--- src/rtl/cfg_ldr_pkg.sv ---
package cfg_ldr_pkg;

  typedef enum logic [2:0] {
    ST_BOOT,
    ST_WAIT,
    ST_NEXT,
    ST_IDLE,
    ST_PT
  } ldr_state_t;

  typedef enum logic [1:0] {
    PH_HDR,
    PH_REC,
    PH_SUM
  } ldr_phase_t;

endpackage

--- src/rtl/cfg_ldr_devaddr.sv ---
module cfg_ldr_devaddr #(
  parameter bit                HAS_STRAPS = 1'b1,
  parameter int                DEV_W      = 7,
  parameter logic [DEV_W-1:0]  FIXED_DEV  = 7'h50
) (
  input  logic             clk,
  input  logic             rst_n,
  input  logic [DEV_W-1:0] strap_dev,
  output logic [DEV_W-1:0] dev
);

  generate
    if (HAS_STRAPS) begin : g_strap
      logic [DEV_W-1:0] dev_q;
      // follow the straps during reset, freeze on release
      always_ff @(posedge clk) begin
        if (!rst_n) dev_q <= strap_dev;
      end
      assign dev = dev_q;

      p_dev_frozen_r2: assert property (@(posedge clk) disable iff (!rst_n)
        1'b1 |=> $stable(dev_q));
    end else begin : g_fixed
      assign dev = FIXED_DEV;
    end
  endgenerate

endmodule

--- src/rtl/cfg_ldr_shift.sv ---
module cfg_ldr_shift #(
  parameter int SH_W = 48
) (
  input  logic            clk,
  input  logic            rst_n,
  input  logic            en,
  input  logic [7:0]      din,
  output logic [SH_W-1:0] sh
);

  // bytes arrive most significant first, so they enter at the bottom
  always_ff @(posedge clk) begin
    if (!rst_n)  sh <= '0;
    else if (en) sh <= {sh[SH_W-9:0], din};
  end

endmodule

--- src/rtl/cfg_ldr_csum.sv ---
module cfg_ldr_csum (
  input  logic       clk,
  input  logic       rst_n,
  input  logic       en,
  input  logic [7:0] din,
  output logic       zero
);

  logic [7:0] sum_q;

  always_ff @(posedge clk) begin
    if (!rst_n)  sum_q <= '0;
    else if (en) sum_q <= sum_q + din;
  end

  assign zero = (sum_q == 8'h00);

endmodule

--- src/rtl/cfg_ldr_seq.sv ---
module cfg_ldr_seq
  import cfg_ldr_pkg::*;
#(
  parameter int OFFS_W  = 16,
  parameter int CNT_W   = 3,
  parameter int RCNT_W  = 16,
  parameter int RADDR_W = 16,
  parameter int RDATA_W = 32
) (
  input  logic               clk,
  input  logic               rst_n,
  // engine side
  output logic               smb_req,
  output logic               smb_rnw,
  output logic [CNT_W-1:0]   smb_cnt,
  output logic [OFFS_W-1:0]  smb_offs,
  output logic [7:0]         smb_wdata,
  input  logic               smb_rvalid,
  input  logic               smb_done,
  input  logic               smb_nak,
  // assembled fields
  input  logic [RCNT_W-1:0]  hdr_count,
  input  logic [RADDR_W-1:0] rec_addr,
  input  logic [RDATA_W-1:0] rec_data,
  input  logic [7:0]         rx_byte,
  input  logic               csum_zero,
  output logic               load_rx,
  // register file side
  output logic               reg_we,
  output logic [RADDR_W-1:0] reg_addr,
  output logic [RDATA_W-1:0] reg_wdata,
  output logic               restore_defaults,
  output logic               ld_done,
  output logic               ld_err,
  // management pass-through
  input  logic               mgmt_req,
  input  logic               mgmt_we,
  input  logic [OFFS_W-1:0]  mgmt_offs,
  input  logic [7:0]         mgmt_wdata,
  output logic               mgmt_ack,
  output logic [7:0]         mgmt_rdata,
  output logic               mgmt_nak
);

  localparam int HDR_BYTES = RCNT_W / 8;
  localparam int REC_BYTES = (RADDR_W + RDATA_W) / 8;

  ldr_state_t          st_q;
  ldr_phase_t          ph_q;
  logic [RCNT_W-1:0]   left_q;
  logic [OFFS_W-1:0]   next_offs_q;

  // only loading reads feed the checksum
  assign load_rx = smb_rvalid && (st_q == ST_WAIT);

  always_ff @(posedge clk) begin
    if (!rst_n) begin
      st_q             <= ST_BOOT;
      ph_q             <= PH_HDR;
      left_q           <= '0;
      next_offs_q      <= OFFS_W'(HDR_BYTES);
      smb_req          <= 1'b0;
      smb_rnw          <= 1'b1;
      smb_cnt          <= '0;
      smb_offs         <= '0;
      smb_wdata        <= '0;
      reg_we           <= 1'b0;
      reg_addr         <= '0;
      reg_wdata        <= '0;
      restore_defaults <= 1'b0;
      ld_done          <= 1'b0;
      ld_err           <= 1'b0;
      mgmt_ack         <= 1'b0;
      mgmt_rdata       <= '0;
      mgmt_nak         <= 1'b0;
    end else begin
      reg_we           <= 1'b0;
      restore_defaults <= 1'b0;
      mgmt_ack         <= 1'b0;
      case (st_q)
        ST_BOOT: begin
          smb_req  <= 1'b1;
          smb_rnw  <= 1'b1;
          smb_cnt  <= CNT_W'(HDR_BYTES);
          smb_offs <= '0;
          ph_q     <= PH_HDR;
          st_q     <= ST_WAIT;
        end
        ST_WAIT: begin
          if (smb_done) begin
            smb_req <= 1'b0;
            if (smb_nak) begin
              ld_done          <= 1'b1;
              ld_err           <= 1'b1;
              restore_defaults <= 1'b1;
              st_q             <= ST_IDLE;
            end else begin
              case (ph_q)
                PH_HDR: begin
                  left_q <= hdr_count;
                  st_q   <= ST_NEXT;
                end
                PH_REC: begin
                  reg_we      <= 1'b1;
                  reg_addr    <= rec_addr;
                  reg_wdata   <= rec_data;
                  left_q      <= left_q - RCNT_W'(1);
                  next_offs_q <= next_offs_q + OFFS_W'(REC_BYTES);
                  st_q        <= ST_NEXT;
                end
                default: begin
                  ld_done <= 1'b1;
                  if (!csum_zero) begin
                    ld_err           <= 1'b1;
                    restore_defaults <= 1'b1;
                  end
                  st_q <= ST_IDLE;
                end
              endcase
            end
          end
        end
        ST_NEXT: begin
          smb_req  <= 1'b1;
          smb_rnw  <= 1'b1;
          smb_offs <= next_offs_q;
          if (left_q != '0) begin
            smb_cnt <= CNT_W'(REC_BYTES);
            ph_q    <= PH_REC;
          end else begin
            smb_cnt <= CNT_W'(1);
            ph_q    <= PH_SUM;
          end
          st_q <= ST_WAIT;
        end
        ST_IDLE: begin
          if (mgmt_req) begin
            smb_req   <= 1'b1;
            smb_rnw   <= !mgmt_we;
            smb_cnt   <= CNT_W'(1);
            smb_offs  <= mgmt_offs;
            smb_wdata <= mgmt_wdata;
            st_q      <= ST_PT;
          end
        end
        ST_PT: begin
          if (smb_done) begin
            smb_req    <= 1'b0;
            mgmt_ack   <= 1'b1;
            mgmt_rdata <= rx_byte;
            mgmt_nak   <= smb_nak;
            st_q       <= ST_IDLE;
          end
        end
        default: st_q <= ST_IDLE;
      endcase
    end
  end

  // engine contract: a read byte never shares its cycle with completion
  p_byte_before_done_r4: assert property (@(posedge clk) disable iff (!rst_n)
    !(smb_done && smb_rvalid));

  p_req_hold_r12: assert property (@(posedge clk) disable iff (!rst_n)
    (smb_req && !smb_done) |=> (smb_req && $stable(smb_offs) &&
                                $stable(smb_cnt) && $stable(smb_rnw)));

  p_req_drop_r12: assert property (@(posedge clk) disable iff (!rst_n)
    (smb_req && smb_done) |=> !smb_req);

  p_no_write_after_done_r5: assert property (@(posedge clk) disable iff (!rst_n)
    ld_done |-> !reg_we);

  p_done_sticky_r6: assert property (@(posedge clk) disable iff (!rst_n)
    ld_done |=> ld_done);

  p_restore_flags_r7: assert property (@(posedge clk) disable iff (!rst_n)
    restore_defaults |-> (ld_done && ld_err));

  p_err_implies_done_r8: assert property (@(posedge clk) disable iff (!rst_n)
    ld_err |-> ld_done);

  p_ack_after_load_r10: assert property (@(posedge clk) disable iff (!rst_n)
    mgmt_ack |-> ld_done);

endmodule

--- src/rtl/cfg_image_loader.sv ---
module cfg_image_loader #(
  parameter bit               HAS_STRAPS = 1'b1,
  parameter int               DEV_W      = 7,
  parameter logic [DEV_W-1:0] FIXED_DEV  = 7'h50,
  parameter int               OFFS_W     = 16,
  parameter int               CNT_W      = 3,
  parameter int               RCNT_W     = 16,
  parameter int               RADDR_W    = 16,
  parameter int               RDATA_W    = 32
) (
  input  logic               clk,
  input  logic               rst_n,
  input  logic [DEV_W-1:0]   strap_dev,
  output logic               smb_req,
  output logic [DEV_W-1:0]   smb_dev,
  output logic               smb_rnw,
  output logic [CNT_W-1:0]   smb_cnt,
  output logic [OFFS_W-1:0]  smb_offs,
  output logic [7:0]         smb_wdata,
  input  logic               smb_rvalid,
  input  logic [7:0]         smb_rdata,
  input  logic               smb_done,
  input  logic               smb_nak,
  output logic               reg_we,
  output logic [RADDR_W-1:0] reg_addr,
  output logic [RDATA_W-1:0] reg_wdata,
  output logic               restore_defaults,
  output logic               ld_done,
  output logic               ld_err,
  input  logic               mgmt_req,
  input  logic               mgmt_we,
  input  logic [OFFS_W-1:0]  mgmt_offs,
  input  logic [7:0]         mgmt_wdata,
  output logic               mgmt_ack,
  output logic [7:0]         mgmt_rdata,
  output logic               mgmt_nak
);

  localparam int SH_W = RADDR_W + RDATA_W;

  logic [SH_W-1:0] sh_q;
  logic            csum_zero;
  logic            load_rx;

  cfg_ldr_devaddr #(
    .HAS_STRAPS (HAS_STRAPS),
    .DEV_W      (DEV_W),
    .FIXED_DEV  (FIXED_DEV)
  ) u_dev (
    .clk       (clk),
    .rst_n     (rst_n),
    .strap_dev (strap_dev),
    .dev       (smb_dev)
  );

  cfg_ldr_shift #(.SH_W(SH_W)) u_shift (
    .clk   (clk),
    .rst_n (rst_n),
    .en    (smb_rvalid),
    .din   (smb_rdata),
    .sh    (sh_q)
  );

  cfg_ldr_csum u_csum (
    .clk   (clk),
    .rst_n (rst_n),
    .en    (load_rx),
    .din   (smb_rdata),
    .zero  (csum_zero)
  );

  cfg_ldr_seq #(
    .OFFS_W  (OFFS_W),
    .CNT_W   (CNT_W),
    .RCNT_W  (RCNT_W),
    .RADDR_W (RADDR_W),
    .RDATA_W (RDATA_W)
  ) u_seq (
    .clk              (clk),
    .rst_n            (rst_n),
    .smb_req          (smb_req),
    .smb_rnw          (smb_rnw),
    .smb_cnt          (smb_cnt),
    .smb_offs         (smb_offs),
    .smb_wdata        (smb_wdata),
    .smb_rvalid       (smb_rvalid),
    .smb_done         (smb_done),
    .smb_nak          (smb_nak),
    .hdr_count        (sh_q[RCNT_W-1:0]),
    .rec_addr         (sh_q[SH_W-1 -: RADDR_W]),
    .rec_data         (sh_q[RDATA_W-1:0]),
    .rx_byte          (sh_q[7:0]),
    .csum_zero        (csum_zero),
    .load_rx          (load_rx),
    .reg_we           (reg_we),
    .reg_addr         (reg_addr),
    .reg_wdata        (reg_wdata),
    .restore_defaults (restore_defaults),
    .ld_done          (ld_done),
    .ld_err           (ld_err),
    .mgmt_req         (mgmt_req),
    .mgmt_we          (mgmt_we),
    .mgmt_offs        (mgmt_offs),
    .mgmt_wdata       (mgmt_wdata),
    .mgmt_ack         (mgmt_ack),
    .mgmt_rdata       (mgmt_rdata),
    .mgmt_nak         (mgmt_nak)
  );

endmodule

--- config.mk ---
export PLATFORM = sky130hd
export DESIGN_NAME = cfg_image_loader
export DESIGN_NICKNAME = d
export VERILOG_FILES = /design/src/rtl/cfg_ldr_pkg.sv /design/src/rtl/cfg_ldr_devaddr.sv /design/src/rtl/cfg_ldr_shift.sv /design/src/rtl/cfg_ldr_csum.sv /design/src/rtl/cfg_ldr_seq.sv /design/src/rtl/cfg_image_loader.sv
export SDC_FILE = /design/constraint.sdc
export NUM_CORES = 1
export LEC_CHECK = 0
export BUFFER_PORTS_ARGS = -buffer_cell sky130_fd_sc_hd__buf_2
export CORE_AREA = 2 2 128 117
export DETAILED_ROUTE_END_ITERATION = 8
export DIE_AREA = 0 0 130 119
export PLACE_DENSITY = 0.78
export SLEW_MARGIN = 20
export SYNTH_ARGS = -nofsm -noshare
export SYNTH_HDL_FRONTEND = slang
export SYNTH_SLANG_ARGS = --single-unit
--- constraint.sdc ---
create_clock -name clk -period 5.2 [get_ports clk]
set_input_delay 0.78 -clock clk [delete_from_list [all_inputs] [get_ports clk]]
set_output_delay 0.78 -clock clk [all_outputs]
set_load 0.01 [all_outputs]
* Word-level counts from Yosys, hierarchy flattened
Index checks and enable logic that the tools add are counted.
** Word-level totals
- Input port bits :: 46
- Output and inout bits :: 98
- Flip-flop bits (word level) :: 191
** Operators by class
- Reduce and logical (&&, ||, !) cells :: 27
- Eq/ne operators :: 11
- $add $sub $neg :: 3
- Bitwise operators :: 4
- Multiplexer cells :: 29
** Operator list (number)
- case mux 16 bit (3 select lines) :: 1
- case mux 16 bit (2 select lines) :: 1
- 2-to-1 mux 3 bit :: 6
- adder 16 x 3 -> 16 bit, second input constant :: 1
- 2-to-1 mux 16 bit :: 1
- nonzero test 16 bit :: 1
- subtractor 16 x 1 -> 16 bit, second input constant :: 1
- 2-to-1 mux 1 bit :: 14
- case mux 3 bit (4 select lines) :: 1
- AND reduction 3 bit :: 4
- AND reduction 4 bit :: 3
- AND reduction 2 bit :: 5
- case mux 3 bit (3 select lines) :: 1
- adder 8 bit :: 1
- logical NOT 8 bit :: 1
- != test 2 bit, second input constant :: 4
- == test 3 x 2 -> 1 bit, second input constant :: 2
- nonzero test 2 bit :: 3
- nonzero test 3 bit :: 2
- OR reduction 2 bit :: 3
- != test 2 x 1 -> 1 bit, second input constant :: 2
- NOT 1 bit :: 4
- case mux 2 bit (2 select lines) :: 1
- OR reduction 4 bit :: 1
- 10 further kinds :: 10

* Logic depth before layout (Yosys ltp)
- Depth in word-level cells :: 6
- Depth in mapped cells :: 8
- Depth with buffers taken out :: 8

* Hierarchy
From an unflattened synthesis, not the netlist that was laid out.
** Second synthesis, totals
- Cell total of the unflattened synthesis :: 887
- Area total of the unflattened synthesis :: 7941.4 µm²
** Modules (own cells, without submodules)
- cfg_ldr_seq :: instances 1, area an instance 5260.0 µm², cells each 656
- cfg_ldr_shift :: instances 1, area an instance 1844.3 µm², cells each 155
- cfg_ldr_csum :: instances 1, area an instance 623.1 µm², cells each 68
- cfg_ldr_devaddr :: instances 1, area an instance 214.0 µm², cells each 8

* Least setup slack after synthesis
Ideal clock, no wire load.
- Path type :: input to register
- From :: in smb_nak
- To :: reg u_seq.next_offs_q[6]
- Data arrival time :: 2289 ps
- Library setup time :: 70 ps
- Required time :: 5130 ps
- Buffers on the path :: 1
- Cell stages on the path :: 5
- Slack :: 2841 ps
- Cell sequence :: or4b_4 -> or3_1 -> buf_2 -> or3_1 -> a21oi_1
** Between the ends
- Cells in the longest elaborated chain, start to end :: 2
** RTL lines
- start, declared :: line cfg_image_loader.sv:23 : input logic smb_nak,
- NOT 1 bit (no source line)
- AND reduction 4 bit (no source line)
- end signal, assigned :: line cfg_ldr_seq.sv:61 : next_offs_q <= OFFS_W'(HDR_BYTES);
- end signal, assigned :: line cfg_ldr_seq.sv:108 : next_offs_q <= next_offs_q + OFFS_W'(REC_BYTES);
- end, declared :: line cfg_ldr_seq.sv:51 : logic [OFFS_W-1:0] next_offs_q;
Every way passes these cells.
A chain may end at the register's enable or synchronous reset.

* Worst setup path in the final report
Ends and elaborated chain as after synthesis.

==> flow_summary_export.csv <==
group,metric,value,unit
place,portBuffers,143,
yosys,synthTopCellsByCount,"dfxtp_1, nand2_1, nor2_1",
yosys,ys_warn_count,0,
final_layout,seq_area,3870,um^2
yosys,synth_top_cells_by_area,"dfxtp_1, mux2i_1, nand2_1",
yosys,synthFlopType,"dfxtp_1",
yosys,ys_ff_latch,190,
power_and_ir_drop,total_power,2.95,mW
yosys,synth-edff-count,7,
timing,period_share,0.519,
route,wl,17.7,mm
floorplan,io_pins,144,
yosys,yosysMostFrequentCell,"dfxtp_1",
floorplan,die-area,15500,um^2
clock_network,postCtsSetupBuffers,0,
route,vias_per_cell,5.39,
clock_network,clk_pin_slew_worst_paths,0.07,ns
yosys,syn_avg_cell_area,8.62,um^2
final_layout,multi_input_area,3490,um^2
timing,max_slew_margin,0.298,
clock_network,cts_tree,"built",
final_layout,fillerInstances,1235,
clock_network,cts.path.max_buffers,2,
floorplan,core_area,14300,um^2
final_layout,diodes,0,
route,ant_nets,0,
floorplan,die_w,130,um
timing,tns,0,ns
power_and_ir_drop,ir_drop,0.220,mV
yosys,post-synth-top-area-cell,"dfxtp_1",
worst_setup_path,worst_ep_required_time,5.55,ns
worst_setup_path,r2r_cells,4,
worst_setup_path,reg2reg_from,"u_seq.st_q[1]",
worst_setup_path,crit_chain,"buf_2, or4b_4, or3_2, or3_1, a21oi_1",
clock_network,ctsHoldBuffers,0,
clock_network,root_buffer,"clkbuf_16",
yosys,yosys.cell_types.count,57,
yosys,seq_area_frac_synth,0.507,
clock_network,cts_resized,0,
worst_setup_path,crit_arrival,3.05,ns
yosys,synthesis.nets,944,
route,wl_per_cell,14.7,um
global_route,antenna_found_initial,1,
place,gp_congestion,0.832,
clock_network,clock_latency,0.43,ns
final_layout,final_nets,1052,
timing,final-hold-violation-count,0,
worst_setup_path,cp_slowest_stage_delay,0.90,ns
place,dp_hpwl,11.4,mm
status,status,"complete, no violations",
global_route,gr-total-overflow,0,
final_layout,areaGrowthSynthToFinish,17.5,%
worst_setup_path,ff2ff_setup_slack,2.61,ns
route,firstDrtPassIters,5,
timing,worst_pin_slew,1.05,ns
timing,fin_ws,2.50,ns
floorplan,rows,42,
clock_network,htree_levels,4,
flow_run,cap_violations,0,
worst_setup_path,worstSetupEndpointType,"flip-flop",
timing,min_period,2.70,ns
min_path,hold_end,"u_seq.ld_err",
route,route.detailed.drc,0,
timing,rsz0062_at_grt,"no",
min_path,hold_class,"flip-flop to flip-flop",
timing,fin_skew,0.00749,ns
min_path,worstHoldStart,"u_seq.ld_err",
global_route,grt_max_degree,102,
global_route,grt_pass1_wl,28.7,mm
clock_network,clock_sinks,190,
worst_setup_path,cp_slowest_cell,"or3_2",
min_path,min_path_cells,1,
worst_setup_path,start_kind,"input pin",
global_route,grt_pass1_vias,5872,
floorplan,initial_utilization,0.533,
worst_setup_path,path_max_fanout,55,
worst_setup_path,r2r-end,"u_seq.next_offs_q[6]",
yosys,ys_async_sr_fraction,0,
timing,setup-violations-final,0,
power_and_ir_drop,powerDensity,328,nW/um^2
yosys,synth_top_area_frac,0.479,
place,dp_slack,2.01,ns
worst_setup_path,path_delay_family,"simple AND/OR/NAND/NOR gates",
worst_setup_path,cp_num_buf_inv,1,
route,via_count,6503,
yosys,synthesis.area,7640,um^2
power_and_ir_drop,p_leak,3.76,nW
global_route,grt_usage,0.232,
yosys,netlist_instances,887,
final_layout,drive_gt1_frac,0.187,
route,drt_iter0_drc,538,
timing,fmax,371,MHz
worst_setup_path,critical_path_class,"input pin to flip-flop",
timing,drv_slew,0,
clock_network,numCtsBuffers,17,
floorplan,die_h,119,um
-- layout make-up --
cell class / count / share of cell area
Clock buffer: 22 / 0.0517
Clock inverter: 10 / 0.00990
Inverter: 12 / 0.00530
Multi-Input combinational cell: 625 / 0.389
Sequential cell: 190 / 0.431
Tap cell: 198 / 0.0276
Timing Repair Buffer: 149 / 0.0847
-- worst register-to-register path, cell delays in order (launching register included) --
cell and delay (ns):
dfxtp_1 0.40, or4b_4 0.56, or3_2 0.90, or3_1 0.52, a21oi_1 0.14
-- report_power, final --
group          switching [mW]  internal, mW  total (mW)  leakage, nW
logic                   0.127        0.0801       0.207         1.93
registers              0.0255          1.49        1.52         1.55
clock network           0.539         0.684        1.22        0.274
-- layer usage --
metal	vias to the layer above	GRT usage	wire [um]
met3	37	0.0656	1020
met2	164	0.343	8000
met1	3061	0.322	8230
met4	2	0.0840	415
met5	-	0	13
li1	3239	-	-
-- flip-flops by register name, summed over array words and instances, names as in the netlist, 2 cells and up --
signal             cells
u_shift.sh            48
u_seq.reg_wdata       32
u_seq.left_q          16
u_seq.reg_addr        16
u_seq.smb_offs        16
u_seq.next_offs_q     15
u_csum.sum_q           8
u_seq.mgmt_rdata       8
u_seq.smb_wdata        8
u_dev.dev              7
u_seq.smb_cnt          3
u_seq.st_q             3
u_seq.ph_q             2
-- cells in the final DEF (no fill, tap or decap), types with 17 or more instances in the layout --
master	instances
nor2_1	111
a21oi_1	109
clkbuf_16	17
o21ai_0	23
buf_2	143
nor3_1	24
dfxtp_1	183
nand2_1	162
mux2i_1	66
-- through the flow --
step           instance area (um^2)  hold WS, ns  utilization  instances
3_5_place_dp                   8420        0.437        0.587       1174
2_1_floorplan                  7640        0.431            -        887
3_3_place_gp                   8420        0.430        0.587       1174
5_1_grt                        8980        0.462        0.626       1206
4_1_cts                        8980        0.452        0.626       1206
6_report                       8980        0.446        0.626       1206
-- how the worst max path moves through the flow --
stage	depth (start not counted)	endpoint	from	slack (ns)
after floorplan	5	u_seq.next_offs_q[6]	smb_nak	2.84
after global placement	5	u_seq.next_offs_q[6]	smb_nak	2.03
after detailed placement	5	u_seq.next_offs_q[6]	smb_nak	2.01
after CTS	5	u_seq.next_offs_q[6]	smb_nak	2.48
after global routing	5	u_seq.next_offs_q[6]	smb_nak	2.38
final	5	u_seq.next_offs_q[6]	smb_nak	2.50
-- cells by family (layout without fill, tap and decap cells) --
family,count (synthesis),after routing,synth area share
xor gates and xnor gates,14,14,0.0160
adders and majority gates,11,11,0.0190
DFF,190,190,0.507
muxes,66,66,0.0864
buffers and inverters,72,193,0.0368
and+or+nand+nor,355,355,0.201
AOI/OAI and AO/OA,179,179,0.134
(Power assumes the default switching activity.)
